===== src/rtl/evt_trc_pkg.sv =====
// Package: register addresses and control bit positions of the event tracer.
// Assumes the control register decodes at least four data bits.
package evt_trc_pkg;
    typedef enum logic [1:0] {
        REG_CTRL  = 2'd0,
        REG_SEL   = 2'd1,
        REG_MASK  = 2'd2,
        REG_MATCH = 2'd3
    } reg_addr_e;

    localparam int CTRL_ENABLE  = 0;
    localparam int CTRL_READOUT = 1;
    localparam int CTRL_CLEAR   = 2;
    localparam int CTRL_TSRST   = 3;
endpackage


===== src/rtl/evt_trc_ctrl.sv =====
// Control registers and the free-running timestamp counter.
// Clear and timestamp reset are write-only actions that apply on the
// write edge. Assumes CFG_W >= META_W, CFG_W >= SEL_W and CFG_W >= 4.
module evt_trc_ctrl #(
    parameter int SEL_W  = 1,
    parameter int META_W = 8,
    parameter int TS_W   = 32,
    parameter int CFG_W  = 8
) (
    input  logic              clk,
    input  logic              rst_n,
    input  logic              we_i,
    input  logic [1:0]        addr_i,
    input  logic [CFG_W-1:0]  wdata_i,
    output logic              enable_o,
    output logic              readout_o,
    output logic              clr_o,
    output logic [SEL_W-1:0]  sel_o,
    output logic [META_W-1:0] mask_o,
    output logic [META_W-1:0] match_o,
    output logic [TS_W-1:0]   ts_o
);
    import evt_trc_pkg::*;

    logic ctrl_wr;
    logic ts_rst;

    // Decode the write actions that take effect on this edge.
    always_comb begin
        ctrl_wr = we_i && (reg_addr_e'(addr_i) == REG_CTRL);
        clr_o   = ctrl_wr && wdata_i[CTRL_CLEAR];
        ts_rst  = ctrl_wr && wdata_i[CTRL_TSRST];
    end

    // Hold the software configuration.
    always_ff @(posedge clk) begin
        if (!rst_n) begin
            enable_o  <= 1'b0;
            readout_o <= 1'b0;
            sel_o     <= '0;
            mask_o    <= '0;
            match_o   <= '0;
        end else if (we_i) begin
            case (reg_addr_e'(addr_i))
                REG_CTRL: begin
                    enable_o  <= wdata_i[CTRL_ENABLE];
                    readout_o <= wdata_i[CTRL_READOUT];
                end
                REG_SEL:   sel_o   <= wdata_i[SEL_W-1:0];
                REG_MASK:  mask_o  <= wdata_i[META_W-1:0];
                REG_MATCH: match_o <= wdata_i[META_W-1:0];
                default: ;
            endcase
        end
    end

    // Advance the timestamp once per clock, or restart it from zero.
    always_ff @(posedge clk) begin
        if (!rst_n || ts_rst) ts_o <= '0;
        else                  ts_o <= ts_o + 1'b1;
    end

    AST_TS_STEP: assert property (@(posedge clk) disable iff (!rst_n)
        !ts_rst |=> ts_o == $past(ts_o) + 1'b1);
    AST_TS_ZERO: assert property (@(posedge clk) disable iff (!rst_n)
        ts_rst |=> ts_o == '0);
endmodule


===== src/rtl/evt_trc_trigger.sv =====
// Source selection and trigger match, purely combinational.
// A select value beyond the number of sources never fires.
module evt_trc_trigger #(
    parameter int NSRC   = 2,
    parameter int ADDR_W = 32,
    parameter int META_W = 8,
    parameter int SEL_W  = 1
) (
    input  logic [NSRC-1:0]        valid_i,
    input  logic [NSRC*ADDR_W-1:0] addr_i,
    input  logic [NSRC*META_W-1:0] meta_i,
    input  logic [SEL_W-1:0]       sel_i,
    input  logic [META_W-1:0]      mask_i,
    input  logic [META_W-1:0]      match_i,
    output logic                   hit_o,
    output logic [ADDR_W-1:0]      addr_o,
    output logic [META_W-1:0]      meta_o
);
    logic [ADDR_W-1:0] a_arr [NSRC];
    logic [META_W-1:0] m_arr [NSRC];

    for (genvar k = 0; k < NSRC; k++) begin : g_src
        assign a_arr[k] = addr_i[k*ADDR_W +: ADDR_W];
        assign m_arr[k] = meta_i[k*META_W +: META_W];
    end

    // Pick the selected source and test its meta byte.
    always_comb begin
        hit_o  = 1'b0;
        addr_o = '0;
        meta_o = '0;
        for (int k = 0; k < NSRC; k++) begin
            if (int'(sel_i) == k) begin
                addr_o = a_arr[k];
                meta_o = m_arr[k];
                hit_o  = valid_i[k] &&
                         ((m_arr[k] & mask_i) == (match_i & mask_i));
            end
        end
    end
endmodule


===== src/rtl/evt_trc_buffer.sv =====
// Record store with a write pointer that fills once and a read pointer
// that drains oldest first. Events arriving when full are dropped and
// counted. Assumes DEPTH is a power of two.
module evt_trc_buffer #(
    parameter int DEPTH  = 16,
    parameter int REC_W  = 72,
    parameter int DROP_W = 8,
    localparam int IDX_W = $clog2(DEPTH),
    localparam int CNT_W = $clog2(DEPTH + 1)
) (
    input  logic              clk,
    input  logic              rst_n,
    input  logic              arm_i,
    input  logic              evt_i,
    input  logic [REC_W-1:0]  rec_i,
    input  logic              clr_i,
    input  logic              rd_en_i,
    input  logic              rd_req_i,
    output logic [REC_W-1:0]  rd_data_o,
    output logic              rd_valid_o,
    output logic [CNT_W-1:0]  count_o,
    output logic              overflow_o,
    output logic [DROP_W-1:0] drops_o
);
    localparam logic [CNT_W-1:0] FULL_V = CNT_W'(DEPTH);

    logic [REC_W-1:0] mem [DEPTH];
    logic [CNT_W-1:0] wptr;
    logic [CNT_W-1:0] rptr;
    logic             full;
    logic             do_wr;
    logic             do_drop;
    logic             do_rd;

    // Qualify the write, drop and read actions of this cycle.
    always_comb begin
        full    = (wptr == FULL_V);
        do_wr   = arm_i && evt_i && !full && !clr_i;
        do_drop = arm_i && evt_i &&  full && !clr_i;
        do_rd   = rd_en_i && rd_req_i && (rptr != wptr) && !clr_i;
    end

    // Store the record at the write pointer.
    always_ff @(posedge clk) begin
        if (do_wr) mem[wptr[IDX_W-1:0]] <= rec_i;
    end

    // Move the pointers and keep the drop statistics.
    always_ff @(posedge clk) begin
        if (!rst_n || clr_i) begin
            wptr       <= '0;
            rptr       <= '0;
            overflow_o <= 1'b0;
            drops_o    <= '0;
        end else begin
            if (do_wr) wptr <= wptr + 1'b1;
            if (do_rd) rptr <= rptr + 1'b1;
            if (do_drop) begin
                overflow_o <= 1'b1;
                if (drops_o != '1) drops_o <= drops_o + 1'b1;
            end
        end
    end

    // Present the oldest unread record.
    always_comb begin
        rd_data_o  = mem[rptr[IDX_W-1:0]];
        rd_valid_o = rd_en_i && (rptr != wptr);
        count_o    = wptr;
    end

    AST_ONE_PER_CYCLE: assert property (@(posedge clk) disable iff (!rst_n)
        (arm_i && evt_i && !full && !clr_i) |=> wptr == $past(wptr) + 1'b1);
    AST_IDLE_WHEN_DISARMED: assert property (@(posedge clk) disable iff (!rst_n)
        (!arm_i && !clr_i) |=> wptr == $past(wptr));
    AST_FULL_DROPS: assert property (@(posedge clk) disable iff (!rst_n)
        (arm_i && evt_i && full && !clr_i && drops_o != '1)
        |=> drops_o == $past(drops_o) + 1'b1);
    AST_OVF_STICKY: assert property (@(posedge clk) disable iff (!rst_n)
        (overflow_o && !clr_i) |=> overflow_o);
    AST_CLEAR: assert property (@(posedge clk) disable iff (!rst_n)
        clr_i |=> (wptr == '0 && !overflow_o && drops_o == '0));
    AST_RD_BOUND: assert property (@(posedge clk) disable iff (!rst_n)
        rptr <= wptr);
endmodule


===== src/rtl/evt_tracer.sv =====
// Top of the event tracer. Joins the control registers, the trigger and
// the record store. The traced sources are inputs only, so the tracer
// cannot hold them back. Capture is armed while enabled and not frozen.
module evt_tracer #(
    parameter int NSRC   = 2,
    parameter int ADDR_W = 32,
    parameter int META_W = 8,
    parameter int TS_W   = 32,
    parameter int DEPTH  = 16,
    parameter int DROP_W = 8,
    localparam int SEL_W = (NSRC > 1) ? $clog2(NSRC) : 1,
    localparam int CFG_W = (META_W > 4) ? META_W : 4,
    localparam int CNT_W = $clog2(DEPTH + 1),
    localparam int REC_W = TS_W + ADDR_W + META_W
) (
    input  logic                   clk,
    input  logic                   rst_n,
    input  logic [NSRC-1:0]        src_valid_i,
    input  logic [NSRC*ADDR_W-1:0] src_addr_i,
    input  logic [NSRC*META_W-1:0] src_meta_i,
    input  logic                   ctl_we_i,
    input  logic [1:0]             ctl_addr_i,
    input  logic [CFG_W-1:0]       ctl_wdata_i,
    output logic                   freeze_o,
    input  logic                   rd_req_i,
    output logic                   rd_valid_o,
    output logic [TS_W-1:0]        rd_ts_o,
    output logic [ADDR_W-1:0]      rd_addr_o,
    output logic [META_W-1:0]      rd_meta_o,
    output logic [CNT_W-1:0]       rec_count_o,
    output logic                   overflow_o,
    output logic [DROP_W-1:0]      drop_count_o
);
    logic              enable;
    logic              readout;
    logic              clr;
    logic [SEL_W-1:0]  sel;
    logic [META_W-1:0] mask;
    logic [META_W-1:0] match;
    logic [TS_W-1:0]   ts;
    logic              hit;
    logic [ADDR_W-1:0] hit_addr;
    logic [META_W-1:0] hit_meta;
    logic [REC_W-1:0]  rd_rec;
    logic              arm;

    evt_trc_ctrl #(.SEL_W(SEL_W), .META_W(META_W), .TS_W(TS_W), .CFG_W(CFG_W)) i_ctrl (
        .clk(clk), .rst_n(rst_n), .we_i(ctl_we_i), .addr_i(ctl_addr_i),
        .wdata_i(ctl_wdata_i), .enable_o(enable), .readout_o(readout),
        .clr_o(clr), .sel_o(sel), .mask_o(mask), .match_o(match), .ts_o(ts)
    );

    evt_trc_trigger #(.NSRC(NSRC), .ADDR_W(ADDR_W), .META_W(META_W), .SEL_W(SEL_W)) i_trig (
        .valid_i(src_valid_i), .addr_i(src_addr_i), .meta_i(src_meta_i),
        .sel_i(sel), .mask_i(mask), .match_i(match),
        .hit_o(hit), .addr_o(hit_addr), .meta_o(hit_meta)
    );

    // Arm capture only while enabled and not draining.
    always_comb begin
        arm      = enable && !readout;
        freeze_o = readout;
    end

    evt_trc_buffer #(.DEPTH(DEPTH), .REC_W(REC_W), .DROP_W(DROP_W)) i_buf (
        .clk(clk), .rst_n(rst_n), .arm_i(arm), .evt_i(hit),
        .rec_i({ts, hit_addr, hit_meta}), .clr_i(clr),
        .rd_en_i(readout), .rd_req_i(rd_req_i), .rd_data_o(rd_rec),
        .rd_valid_o(rd_valid_o), .count_o(rec_count_o),
        .overflow_o(overflow_o), .drops_o(drop_count_o)
    );

    // Unpack the presented record.
    always_comb begin
        {rd_ts_o, rd_addr_o, rd_meta_o} = rd_rec;
    end
endmodule


===== config.mk =====
export PLATFORM = sky130hd
export DESIGN_NAME = evt_tracer
export DESIGN_NICKNAME = d
export VERILOG_FILES = /design/src/rtl/evt_trc_pkg.sv /design/src/rtl/evt_trc_ctrl.sv /design/src/rtl/evt_trc_trigger.sv /design/src/rtl/evt_trc_buffer.sv /design/src/rtl/evt_tracer.sv
export SDC_FILE = /design/constraint.sdc
export NUM_CORES = 1
export LEC_CHECK = 0
export ABC_AREA = 0
export CAP_MARGIN = 0
export CORE_UTILIZATION = 58
export DETAILED_ROUTE_END_ITERATION = 16
export DONT_BUFFER_PORTS = 1
export PLACE_DENSITY = 0.74
export SLEW_MARGIN = 10
export SYNTH_ARGS = -nofsm -noshare
export SYNTH_HDL_FRONTEND = slang
export SYNTH_SLANG_ARGS = --single-unit

===== constraint.sdc =====
create_clock -name clk -period 7.88 [get_ports clk]
set_input_delay 0.394 -clock clk [delete_from_list [all_inputs] [get_ports clk]]
set_output_delay 0.394 -clock clk [all_outputs]
set_load 0.1 [all_outputs]

# Word level (Yosys, flattened, before mapping)
# Memory sizes are Yosys's and may differ from the RTL's. A register that Yosys moved wholly into a read port is not among the register bits.
# Index checks and enable logic that the tools add are counted.
# totals
ram_bits,1152
register_bits,70
output_inout_bits,88
word_cells,60
n_memories,1
inputBits,96
# classes
reduce_logical,27
add_sub_neg,4
n_eq_ne,8
muxes,7
bitwise_logic,3
# memory_table
name,words,width,rd,rd_clocked_by_memory_dff,wr,line_no,rtl
i_buf.mem,16,72,1,1,1,evt_trc_buffer.sv:27,logic [REC_W-1:0] mem [DEPTH];
# op_table
operator,count
adder 32 x 1 -> 32 bit (second input constant),1
2-to-1 mux 32 bit,1
bitwise AND 8 bit,3
== test 8 bit,2
logical AND 1 bit,15
adder 5 x 1 -> 5 bit (second input constant),2
AND reduction 2 bit,5
adder 8 x 1 -> 8 bit (second input constant),1
2-to-1 mux 4 bit,2
2-to-1 mux 8 bit,1
inequality test 8 bit (second input constant),1
== test 5 bit (second input constant),1
inequality test 5 bit,1
== test 2 bit (second input constant),2
zero test 1 bit,4
2-to-1 mux 1 bit,3
== test 2 x 1 -> 1 bit (second input constant),1
zero test 2 bit,1
logical OR 1 bit,2

# Logic depth before layout (Yosys ltp)
# logic_depth
ltp_word,9
mapped_depth,9
mapped_depth_nobuf,7

# Cells and area by module
# Synthesis repeated with hierarchy kept, for this count alone.
# hier_totals
hier_cells,2050
hier_area_um2,47321.6
# modules_own_cells
mod,n_inst,area_each_um2,seq_area_each_um2,cells_each
evt_trc_buffer,1,44408.8,35053.6,1733
evt_trc_ctrl,1,2197.1,1021.0,242
evt_trc_trigger,1,701.9,0.0,74
evt_tracer,1,13.8,0.0,1

# Worst setup path after synthesis
# OpenSTA, ideal clock, no wires.
# synth_path
path_kind,register -> register
startpoint,"register i_buf.wptr[0], in the netlist i_buf.count_o[0]"
endpoint,memory i_buf.mem[15][0] (enable)
path_stages_with_launch,7
synth_period_minus_slack_ns,7.458
setup_time_ns,0.590
setup_slack_ns,0.422
path_buffers,0
arrival_ns,6.867
required_ns,7.290
cell_sequence,dfxtp_1 inv_1 ha_1 and2_1 nand2_1 nand2_1 nor3_1
# synth_via
elab_chain_cells,6
# synth_lines
item,line_no,rtl
start: declaration,evt_trc_buffer.sv:28,logic [CNT_W-1:0] wptr;
start signal: assignment,evt_trc_buffer.sv:56,if (do_wr) wptr <= wptr + 1'b1;
== test 5 bit,evt_trc_buffer.sv:37,full = (wptr == FULL_V);
zero test 1 bit,evt_trc_buffer.sv:38,do_wr = arm_i && evt_i && !full && !clr_i;
logical AND 1 bit (2 in series),evt_trc_buffer.sv:38,
2-to-1 mux 1 bit,evt_trc_buffer.sv:45,if (do_wr) mem[wptr[IDX_W-1:0]] <= rec_i;
2-to-1 mux 1 bit (implied by the code),evt_trc_buffer.sv:45,
end: declaration,evt_trc_buffer.sv:27,
# Parallel ways exist; a longest one is shown, timed or not.

==> flow_summary_export.csv <==
group,metric,value,unit
routing,ant_nets,0,
timing,setup_ws,3180,ps
cells_and_area,area_delta_synth_final,10.6,%
yosys,yosysSeqAreaShare,76.6,%
routing,drt_wl_total,99300,um
yosys,synth_seq_cells,1226,
timing,final_max_slew_viol_count,0,
grt,grt_pass1_vias,21900,
cells_and_area,diodes,0,
yosys,synth_flop_cell,"edfxtp_1",
floorplanning,die-height,287,um
timing,holdWs,36.8,ps
setup_path,cp_max_fo,34,
yosys,synth_top_family_by_area,"multiplexers",
timing,hold_viol_final,0,
yosys,post_synth.cell_area_avg,23.2,um^2
floorplanning,io_pins,184,
worst_hold_path,min_path_type,"in -> reg",
routing,routed_via_density,6.50,
cts,cts_root_buf,"clkbuf_16",
yosys,synth_compound_area_share,0.593,%
cells_and_area,drive_gt1_share,27.6,%
placed_design,port_buffers,0,
cts,cts_tree,"yes",
routing,wl_per_cell,30.5,um
cells_and_area,utilization,64.7,%
grt,antenna_found_initial,0,
outcome,outcome,"finished, final reports clean",
timing,fin_crit_sh,59.6,%
routing,drtIter0Drc,2270,
floorplanning,die_area,82300,um^2
yosys,synthAdderAreaFrac,0.186,%
routing,first_pass_iters,5,
setup_path,worstPathArrival,4310,ps
cells_and_area,layout_common_cells,"edfxtp_1, mux4_2, clkbuf_16",
floorplanning,start_util,58.5,%
setup_path,crit_type,"reg -> out",
timing,setup_viol,0,
timing,clock_skew,43.6,ps
floorplanning,core_region_area,80400,um^2
pwr,leakagePower,15.9,nW
cts,cts-buffers-inserted,117,
grt,grt_pass1_wl,146000,um
timing,max_freq,0.213,GHz
pwr,max-vdd-ir-drop,0.000253,V
timing,min_period,4700,ps
cts,clk-insertion-delay-late,700,ps
yosys,synth_cell_types,38,
yosys,synth_nets,2135,
placed_design,place_congestion,0.840,
yosys,syn_area,47100,um^2
yosys,synth_cells,2032,
yosys,synth_edf_count,1152,
cts,cts_buffer_depth,3,
routing,post-route-drc-count,0,
yosys,synth_xor_area_share,0.986,%
timing,fin_tns_setup,0,ps
timing,tightest_slew,1160,ps
cells_and_area,mostFrequentLayoutCell,"edfxtp_1",
yosys,async_flop_share,0,%
grt,gr-total-overflow,0,
timing,maxSlewHeadroom,22.5,%
timing,rsz0062_at_grt,"false",
setup_path,r2r_setup_slack,3590,ps
floorplanning,die_w,287,um
setup_path,worst_ep_required_time,7490,ps
cts,clkSinkCount,1226,
cts,cts_max_level,3,
cts,clk_pin_slew,60,ps
grt,grt_max_degree,151,
yosys,yosysWarnings,0,
yosys,yosys.area_share.simple,2.07,%
pwr,p_per_area,242,nW/um^2
floorplanning,rows,104,
placed_design,hpwlAfterDp,52000,um
placed_design,dp_slack,3600,ps
grt,grt_usage,24.7,%
flow_run,drv_cap,0,
cells_and_area,layout.nets,2197,
yosys,synth_mux_area_share,18.6,%
setup_path,crit_path_start_kind,"flop",
setup_path,cp-end-kind,"output pin",
routing,vias,21100,
-- logic make-up (layout without fill, tap and decap cells) --
kind of cell | count (synthesis) | after routing
flip-flops | 1226 | 1226
adder cells (fa/ha/maj) | 7 | 7
buffers and inverters | 104 | 264
AO/OA/AOI/OAI | 42 | 42
AND/OR/NAND/NOR | 180 | 180
multiplexers | 420 | 420
XOR/XNOR | 53 | 53
-- repair_timing --
item | 4_1_cts | 5_1_grt
hold endpoints to repair | 20 | 0
hold buffers | 10 | 0
resized for setup | 0 | 0
setup buffers | 0 | 0
-- path summary, 6_finish.rpt --
| kind | start | endpoint | cells after the start |
|---|---|---|---|
| min reg2reg | i_ctrl.enable_o | i_ctrl.enable_o | 2 |
| max | flop | rd_meta_o[0] | 4 |
| max reg2reg | i_ctrl.sel_o | i_buf.mem[5][4] | 8 |
| min | ctl_addr_i[0] | i_ctrl.enable_o | 3 |
-- through the flow --
| stage | std cells | instance area [um^2] | total power (W) |
|---|---|---|---|
| 4_1_cts | 3252 | 52100 | 0.0127 |
| 3_3_place_gp | 3025 | 48300 | 0.00741 |
| 3_5_place_dp | 3025 | 48400 | 0.00742 |
| 5_1_grt | 3252 | 52100 | 0.0129 |
| 2_1_floorplan | 2032 | 47100 | 0.00737 |
| 6_report | 3252 | 52100 | 0.0126 |
-- synth_stat cells, types with 3 or more instances --
master / number / area, um^2
nand2_1: 26 / 97.6
dfxtp_1: 74 / 1480
o31ai_1: 8 / 60.1
nand3b_1: 3 / 22.5
clkbuf_1: 56 / 210
mux2i_1: 20 / 200
xnor2_1: 19 / 166
xor2_1: 34 / 298
or4_1: 8 / 60.1
buf_2: 30 / 150
nand4_1: 6 / 37.5
and2_1: 5 / 31.3
nor3_1: 4 / 20.0
a21oi_1: 15 / 75.1
nor2_1: 42 / 158
o21ai_0: 5 / 25.0
nand3_1: 22 / 110
or3_1: 3 / 18.8
nor2b_1: 22 / 138
o21a_1: 4 / 30.0
a22oi_1: 6 / 45.0
and4_1: 10 / 87.6
buf_1: 11 / 41.3
and3_1: 22 / 138
ha_1: 7 / 87.6
mux2_2: 40 / 450
edfxtp_1: 1152 / 34600
inv_1: 5 / 18.8
mux4_2: 360 / 8110
-- worst max-delay path: stages (launching register included) --
cell and delay, ps:
dfxtp_4 890, buf_4 590, buf_4 680, mux4_2 650, mux4_2 770
-- final cells by class --
cell class	count	area (um^2)
clock buffer	148	3110
clock inverter	69	494
fill	4980	28400
inverter	5	18.8
multi-input combinational	702	10600
sequential	1226	36100
tap	1060	1330
timing repair buffer	42	385
-- state kept, by name (all words and copies together) (netlist names), 5 cells and up, named ones only --
| signal | flops |
|---|---|
| i_ctrl.ts_o | 32 |
| i_ctrl.match_o | 8 |
| i_buf.count_o | 5 |
| i_buf.mem | 1152 |
| i_buf.drops_o | 8 |
| i_ctrl.mask_o | 8 |
| i_buf.rptr | 5 |
-- routing by layer --
metal  global-route usage [%]  routed length (um)
met3                     5.51                7750
met4                     6.38                2260
met5                        0                   0
met2                     40.6               50400
met1                     33.9               38800
-- where the power goes --
group          leakage, nW  total, W  switching (W)  internal (W)
clock                 1.76   0.00529        0.00234       0.00294
combinational         2.98  0.000176       0.000136     0.0000400
sequential            11.1   0.00711      0.0000126       0.00710
Note: power is estimated with default switching activity, not from simulation.
